--- src/rtl/pti_pkg.sv ---
`timescale 1ns/1ps
package pti_pkg;
  localparam int ADDR_FLAGS = 0;
  localparam int ADDR_GEN   = 1;
  localparam int ADDR_MASK0 = 2;

  function automatic int grp_count(input int npins, input int gw);
    return (npins + gw - 1) / gw;
  endfunction

  function automatic int grp_lo(input int g, input int gw);
    return g * gw;
  endfunction

  function automatic int grp_width(input int g, input int npins, input int gw);
    int rem;
    rem = npins - g * gw;
    return (rem < gw) ? rem : gw;
  endfunction

  // a new event beats a same-cycle clear
  function automatic logic flag_next(input logic cur, input logic set, input logic clr);
    return set | (cur & ~clr);
  endfunction
endpackage

--- src/rtl/pti_sync.sv ---
`timescale 1ns/1ps
module pti_sync #(
  parameter int NPINS  = 27,
  parameter int STAGES = 2
) (
  input  logic             clk,
  input  logic             rst_n,
  input  logic [NPINS-1:0] pins_in,
  output logic [NPINS-1:0] toggles
);
  logic [STAGES-1:0][NPINS-1:0] stage_q;
  logic [NPINS-1:0]             prev_q;

  always_ff @(posedge clk or negedge rst_n) begin
    if (!rst_n) begin
      stage_q <= '0;
      prev_q  <= '0;
    end else begin
      stage_q[0] <= pins_in;
      for (int s = 1; s < STAGES; s++) stage_q[s] <= stage_q[s-1];
      prev_q <= stage_q[STAGES-1];
    end
  end

  assign toggles = stage_q[STAGES-1] ^ prev_q;
endmodule

--- src/rtl/pti_regs.sv ---
`timescale 1ns/1ps
module pti_regs #(
  parameter int NPINS = 27,
  parameter int GW    = 8,
  parameter int NG    = 4,
  parameter int AW    = 3,
  parameter int DW    = 8
) (
  input  logic             clk,
  input  logic             rst_n,
  input  logic             bus_we,
  input  logic [AW-1:0]    bus_addr,
  input  logic [DW-1:0]    bus_wdata,
  input  logic [NG-1:0]    flags,
  output logic [DW-1:0]    bus_rdata,
  output logic [NPINS-1:0] mask,
  output logic [NG-1:0]    grp_en,
  output logic [NG-1:0]    flag_w1c
);
  import pti_pkg::*;

  logic [DW-1:0] grp_rd [NG];

  always_ff @(posedge clk or negedge rst_n) begin
    if (!rst_n) grp_en <= '0;
    else if (bus_we && bus_addr == AW'(ADDR_GEN)) grp_en <= bus_wdata[NG-1:0];
  end

  for (genvar g = 0; g < NG; g++) begin : g_mask
    localparam int LO = grp_lo(g, GW);
    localparam int W  = grp_width(g, NPINS, GW);
    logic [W-1:0] m_q;
    always_ff @(posedge clk or negedge rst_n) begin
      if (!rst_n) m_q <= '0;
      else if (bus_we && bus_addr == AW'(ADDR_MASK0 + g)) m_q <= bus_wdata[W-1:0];
    end
    assign mask[LO +: W] = m_q;
    assign grp_rd[g]     = DW'(m_q);
  end

  assign flag_w1c = (bus_we && bus_addr == AW'(ADDR_FLAGS)) ? bus_wdata[NG-1:0] : '0;

  always_comb begin
    bus_rdata = '0;
    if (bus_addr == AW'(ADDR_FLAGS)) bus_rdata = DW'(flags);
    else if (bus_addr == AW'(ADDR_GEN)) bus_rdata = DW'(grp_en);
    else begin
      for (int g = 0; g < NG; g++)
        if (bus_addr == AW'(ADDR_MASK0 + g)) bus_rdata = grp_rd[g];
    end
  end
endmodule

--- src/rtl/pti_flags.sv ---
`timescale 1ns/1ps
module pti_flags #(
  parameter int NPINS = 27,
  parameter int GW    = 8,
  parameter int NG    = 4
) (
  input  logic             clk,
  input  logic             rst_n,
  input  logic [NPINS-1:0] toggles,
  input  logic [NPINS-1:0] mask,
  input  logic [NG-1:0]    grp_en,
  input  logic [NG-1:0]    w1c,
  input  logic [NG-1:0]    ack,
  output logic [NG-1:0]    flags,
  output logic [NG-1:0]    set_evt,
  output logic [NG-1:0]    clr_evt
);
  import pti_pkg::*;

  for (genvar g = 0; g < NG; g++) begin : g_grp
    localparam int LO = grp_lo(g, GW);
    localparam int W  = grp_width(g, NPINS, GW);
    assign set_evt[g] = grp_en[g] & (|(toggles[LO +: W] & mask[LO +: W]));
    assign clr_evt[g] = w1c[g] | ack[g];
  end

  always_ff @(posedge clk or negedge rst_n) begin
    if (!rst_n) flags <= '0;
    else begin
      for (int g = 0; g < NG; g++)
        flags[g] <= flag_next(flags[g], set_evt[g], clr_evt[g]);
    end
  end
endmodule

--- src/rtl/pin_toggle_irq.sv ---
`timescale 1ns/1ps
module pin_toggle_irq #(
  parameter int NPINS       = 27,
  parameter int GW          = 8,
  parameter int SYNC_STAGES = 2,
  parameter int AW          = 3,
  parameter int DW          = 8
) (
  input  logic                         clk,
  input  logic                         rst_n,
  input  logic [NPINS-1:0]             pins_in,
  input  logic                         bus_we,
  input  logic [AW-1:0]                bus_addr,
  input  logic [DW-1:0]                bus_wdata,
  output logic [DW-1:0]                bus_rdata,
  input  logic                         irq_global_en,
  input  logic [(NPINS+GW-1)/GW-1:0]   irq_ack,
  output logic [(NPINS+GW-1)/GW-1:0]   irq_req
);
  localparam int NG = pti_pkg::grp_count(NPINS, GW);

  logic [NPINS-1:0] toggles;
  logic [NPINS-1:0] mask;
  logic [NG-1:0]    grp_en;
  logic [NG-1:0]    flags;
  logic [NG-1:0]    set_evt;
  logic [NG-1:0]    clr_evt;
  logic [NG-1:0]    flag_w1c;

  pti_sync #(.NPINS(NPINS), .STAGES(SYNC_STAGES)) u_sync (
    .clk(clk), .rst_n(rst_n), .pins_in(pins_in), .toggles(toggles)
  );

  pti_regs #(.NPINS(NPINS), .GW(GW), .NG(NG), .AW(AW), .DW(DW)) u_regs (
    .clk(clk), .rst_n(rst_n), .bus_we(bus_we), .bus_addr(bus_addr),
    .bus_wdata(bus_wdata), .flags(flags), .bus_rdata(bus_rdata),
    .mask(mask), .grp_en(grp_en), .flag_w1c(flag_w1c)
  );

  pti_flags #(.NPINS(NPINS), .GW(GW), .NG(NG)) u_flags (
    .clk(clk), .rst_n(rst_n), .toggles(toggles), .mask(mask),
    .grp_en(grp_en), .w1c(flag_w1c), .ack(irq_ack), .flags(flags),
    .set_evt(set_evt), .clr_evt(clr_evt)
  );

  assign irq_req = flags & grp_en & {NG{irq_global_en}};
endmodule

--- config.mk ---
export PLATFORM = sky130hd
export DESIGN_NAME = pin_toggle_irq
export DESIGN_NICKNAME = d
export VERILOG_FILES = /design/src/rtl/pti_pkg.sv /design/src/rtl/pti_sync.sv /design/src/rtl/pti_regs.sv /design/src/rtl/pti_flags.sv /design/src/rtl/pin_toggle_irq.sv
export SDC_FILE = /design/constraint.sdc
export NUM_CORES = 1
export LEC_CHECK = 0
export CAP_MARGIN = 30
export CORE_MARGIN = 3
export CORE_UTILIZATION = 30
export DETAILED_ROUTE_END_ITERATION = 8
export PLACE_DENSITY = 0.53
export SKIP_LAST_GASP = 1
export SLEW_MARGIN = 10
export SYNTH_ARGS = -nofsm -noshare
export SYNTH_HDL_FRONTEND = slang
export SYNTH_SLANG_ARGS = --single-unit
export TNS_END_PERCENT = 1
--- constraint.sdc ---
create_clock -name clk -period 2 [get_ports clk]
set_clock_uncertainty 0.05 [all_clocks]
set_input_delay 0.5 -clock clk [delete_from_list [all_inputs] [get_ports clk]]
set_output_delay 0.5 -clock clk [all_outputs]
set_load 0.1 [all_outputs]
**Yosys cells after proc, flatten, opt, wreduce, memory -nomap -nowiden**

Index checks and enable logic that the tools add are counted.

- Bits in latches: 0
- Memory bits (writable): 0
- Flip-flop bits (word level): 116
- Output and inout port bits: 12
- ROM bits: 0
- Memories kept: 0
- Word-level logic and storage cells: 59

- $lt $le $gt $ge: 0
- Reduce and logical (&&, ||, !) cells: 11
- Mux-type cells: 7
- Equality and inequality tests: 5
- Shift operators: 0
- Bitwise operators: 27
- Multipliers: 0
- Div/mod/pow operators: 0
- Add/sub/neg operators: 0

Operators by type and width:

| operator | number |
|---|---|
| $mux W8 | 6 |
| $xor A27 B27 Y27 | 1 |
| $and A8 B8 Y8 | 3 |
| $reduce_or A8 Y1 | 3 |
| $and A1 B1 Y1 | 8 |
| $and A4 B4 Y4 | 2 |
| $or A1 B1 Y1 | 8 |
| $eq A3 B2 Y1 const B | 2 |
| $eq A3 B3 Y1 const B | 2 |
| $logic_and A1 B1 Y1 | 6 |
| $mux W4 | 1 |
| $not A1 Y1 | 4 |
| $and A3 B3 Y3 | 1 |
| $eq A3 B1 Y1 const B | 1 |
| $logic_not A3 Y1 | 1 |
| $reduce_or A3 Y1 | 1 |

**Logic depth before layout (Yosys ltp)**

- Depth in word-level cells: 7
- Gate-level depth with buffers: 5
- Depth with buffers taken out: 4

**By module**

From an unflattened synthesis, not the netlist that was laid out.

- Cell total of the unflattened synthesis: 269
- Area total of the unflattened synthesis: 4139.0 µm²

By module, submodules not included:

| module | times used | cells each | area an instance (µm²) | seq. area each (µm²) |
|---|---|---|---|---|
| pti_sync | 1 | 108 | 2263.4 | 2026.9 |
| pti_regs | 1 | 121 | 1546.5 | 775.7 |
| pti_flags | 1 | 36 | 304.0 | 100.1 |
| pin_toggle_irq | 1 | 4 | 25.0 | 0.0 |

**Least setup slack after synthesis**

OpenSTA, ideal clock, no wires.

- Kind: input to output
- From: in bus_addr[2]
- To: out bus_rdata[4]
- Path slack: -1609 ps
- Stages on the path: 4
- Arrival: 3059 ps
- Path buffers: 1
- Required time: 1450 ps
- Cell sequence: buf_4 -> and2b_1 -> a22oi_1 -> o21ai_0

- Longest elaborated chain between the ends: 7
- Elaborated cells between the ends (all ways): 12
- Those cells by class: eq/ne (5); mux (6); reduce/logical (1)

Ends and longest elaborated chain:

| what | RTL line | source |
|---|---|---|
| from (decl) | pin_toggle_irq.sv:13 | `input logic [AW-1:0] bus_addr,` |
| $eq A3 B2 Y1 | pti_regs.sv:49 | `if (bus_addr == AW'(ADDR_MASK0 + g)) bus_rdata = grp_rd[g];` |
| $mux W8 (4 in series) | pti_regs.sv:49 |  |
| $mux W8 | pti_regs.sv:46 | `else if (bus_addr == AW'(ADDR_GEN)) bus_rdata = DW'(grp_en);` |
| $mux W8 * | pti_regs.sv:45 | `if (bus_addr == AW'(ADDR_FLAGS)) bus_rdata = DW'(flags);` |
| to (decl) | pin_toggle_irq.sv:15 | `output logic [DW-1:0] bus_rdata,` |

Every way passes the cells marked *; elsewhere a longest branch is shown, timed or not.

**Worst setup path after layout**

- From: in bus_addr[2]
- To: out bus_rdata[3]

Same word-level chain as after synthesis.

==> results.toml <==
[yosys]
synth_edf_count = 0
syn_avg_cell_area_sq_um = 15.6
synth_area_sq_um = 4120
synth.distinct_cells = 32
synthFlopType = "dfrtp_1"
synth_cells = 265
ys_ff_latch = 116
yosysSeqAreaShare = 0.704
synth_fp_nets = 311
ys_warn_count = 0
netlist_top_cells_area = "dfrtp_1 (70%), mux2_2 (6.3%), xor2_1 (5.7%)"
synth_top_area_share = 0.704
synth_top_cell_by_area = "dfrtp_1"
async_reset_ff_frac = 1.00

[grt]
grt_pass1_vias = 2777
antenna_found_initial = 0
grt_overflow_total = 0
grt_start_max_net_pins = 53
grt_usage = 0.128
grt_first_pass_wirelength_um = 14100

[clocking]
root_buffer = "clkbuf_16"
htreeDepth = 4
cts_buffers = 17
cts_tree = "done"
cts.sink_count = 116
clk_path_buf_depth = 2
clk_latency_ns = 0.41
clk_pin_slew_ns = 0.05

[route]
vias = 2445
drt_iter0_markers = 108
finalWirelength_um = 8520
detail-route-antenna-nets = 0
vias_per_cell = 4.40
drc = 0
drtPass1Iterations = 4
wl_per_cell_um = 15.3

[worst_setup_path]
critPathArrivalTime_ns = 1.60
critPathKind = "in -> out"
crit_path_end_kind = "output pin"
required_ns = 1.45
critPathMaxFanout = 6
critPathLaunchType = "input pin"

[final_layout]
nNetsFinal = 414
drive_above_1_share = 0.347
layout_common_cells = "dfrtp_1 (116), clkdlybuf4s50_1 (41), xor2_1 (27)"
antennaDiodeCount = 0
final_common_cell = "dfrtp_1"
final_core_util = 0.461
fin_cells = 556
areaGrowthSynthToFinish_pct = 49.2
design_area_sq_um = 6150

[timing]
fmax_mhz = 465
fin_tns_setup_ns = -1.28
post-route-min-period_ns = 2.15
setup_slack_ns = -0.152
drv_slew = 0
setup_viol = 12
worst_pin_slew_ns = 0.399
rsz0062_at_grt = "true"
slew_headroom = 0.734
post-route-period-util = 1.08
hold_violations = 0

[place]
place_area_sq_um = 5360
placedCellCount = 516
gp_congestion = 0.807
port_buffers = 57
dp_hpwl_um = 6040

[floorplan]
start_util = 0.309
pin_count = 58
dieHeight_um = 123
die_area_sq_um = 15200
die_w_um = 123
core_area_sq_um = 13300
num_rows = 42

[power_and_ir_drop]
p_leak_uw = 0.00271
vdd_drop_max_v = 0.000488
total_power_uw = 7120
powerDensity_nw_per_um2 = 1160

[outcome]
failed_checks = "setup timing"
outcome = "complete, but fails checks"

[worst_hold_path]
hold_class = "reg -> reg"

[job]
cap_violations = 0
what timing repair did:
item	CTS	global route
setup buffers	7	0
setup endpoints to repair	12	12
pin swaps	5	1
gates cloned	1	0
hold endpoints to repair	28	0
hold buffers	1	0
gates resized for setup	24	3
critical path, stage by stage:
cell and delay, ns:
buf_8 0.11, buf_12 0.13, and2b_2 0.25, a22oi_2 0.16
o32a_1 0.23, nor2_4 0.06, buf_12 0.16
cells by family (layout without fill, tap and decap cells):
logic type,count (synthesis),in the layout,synth area share
compound gates,37,37,0.0649
xor+xnor,27,27,0.0573
buf+inv,11,126,0.0143
flops,116,116,0.704
mux,37,37,0.106
simple gates,37,37,0.0531
flip-flops by register name, indices dropped and copies added, names as in the netlist:
name	cells
u_sync.prev_q	27
u_sync.stage_q	54
u_flags.flags	4
u_regs.grp_en	4
u_regs.g_mask.m_q	27
worst paths after layout:
| kind | slack, ns | end | depth (start not counted) | startpoint |
|---|---|---|---|---|
| setup / recovery | -0.15 | bus_rdata[3] | 7 | bus_addr[2] |
| hold / removal | 0.29 | u_sync.stage_q[43] | 0 | u_sync.stage_q[16] |
| setup reg to reg | 0.65 | u_flags.flags[2] | 4 | u_sync.stage_q[50] |
| hold reg to reg | 0.29 | u_sync.stage_q[43] | 0 | u_sync.stage_q[16] |
| max in group asynchronous | 0.78 | u_sync.stage_q[38] | 3 | rst_n |
| min in group asynchronous | 0.51 | u_sync.stage_q[7] | 2 | rst_n |
power breakdown:
group          internal [uW]  switching (uW)
combinational            556             568
clock                   2230             971
sequential              2600             192
routing by layer:
layer / GRT usage / wire length (um) / part of all wire / up-vias
met5: 0 / 0 / 0 / -
met4: 0.0727 / 162 / 0.019 / 0
met3: 0.0462 / 490 / 0.058 / 18
met2: 0.191 / 4090 / 0.48 / 55
met1: 0.160 / 3770 / 0.44 / 1229
li1: - / - / - / 1143
through the flow:
stage | setup slack (ns) | hold WS, ns
after floorplan | -0.121 | 0.154
after global placement | -0.586 | 0.281
after detailed placement | -0.606 | 0.285
after CTS | -0.145 | 0.292
after global routing | -0.201 | 0.294
final | -0.152 | 0.290
area by class of cell:
class	instances	area, sq um
tap	176	220
inverter	5	18.8
clock buffer	22	494
clock inverter	9	149
multi-input combinational	138	1290
timing repair buffer	90	1070
fill	1198	7200
sequential	116	2900
cell usage after synthesis, types with 3 or more instances:
| library cell | number |
|---|---|
| mux2i_1 | 6 |
| nor2_1 | 10 |
| o21ai_0 | 4 |
| xor2_1 | 27 |
| and3_1 | 4 |
| mux2_4 | 8 |
| dfrtp_1 | 116 |
| inv_1 | 5 |
| mux2_2 | 23 |
| a32o_1 | 4 |
| a211oi_1 | 3 |
| nand4_1 | 3 |
| a22oi_1 | 17 |
| nand2_1 | 9 |
| a21oi_1 | 6 |
No activity file was read; power rests on OpenSTA's default activity.
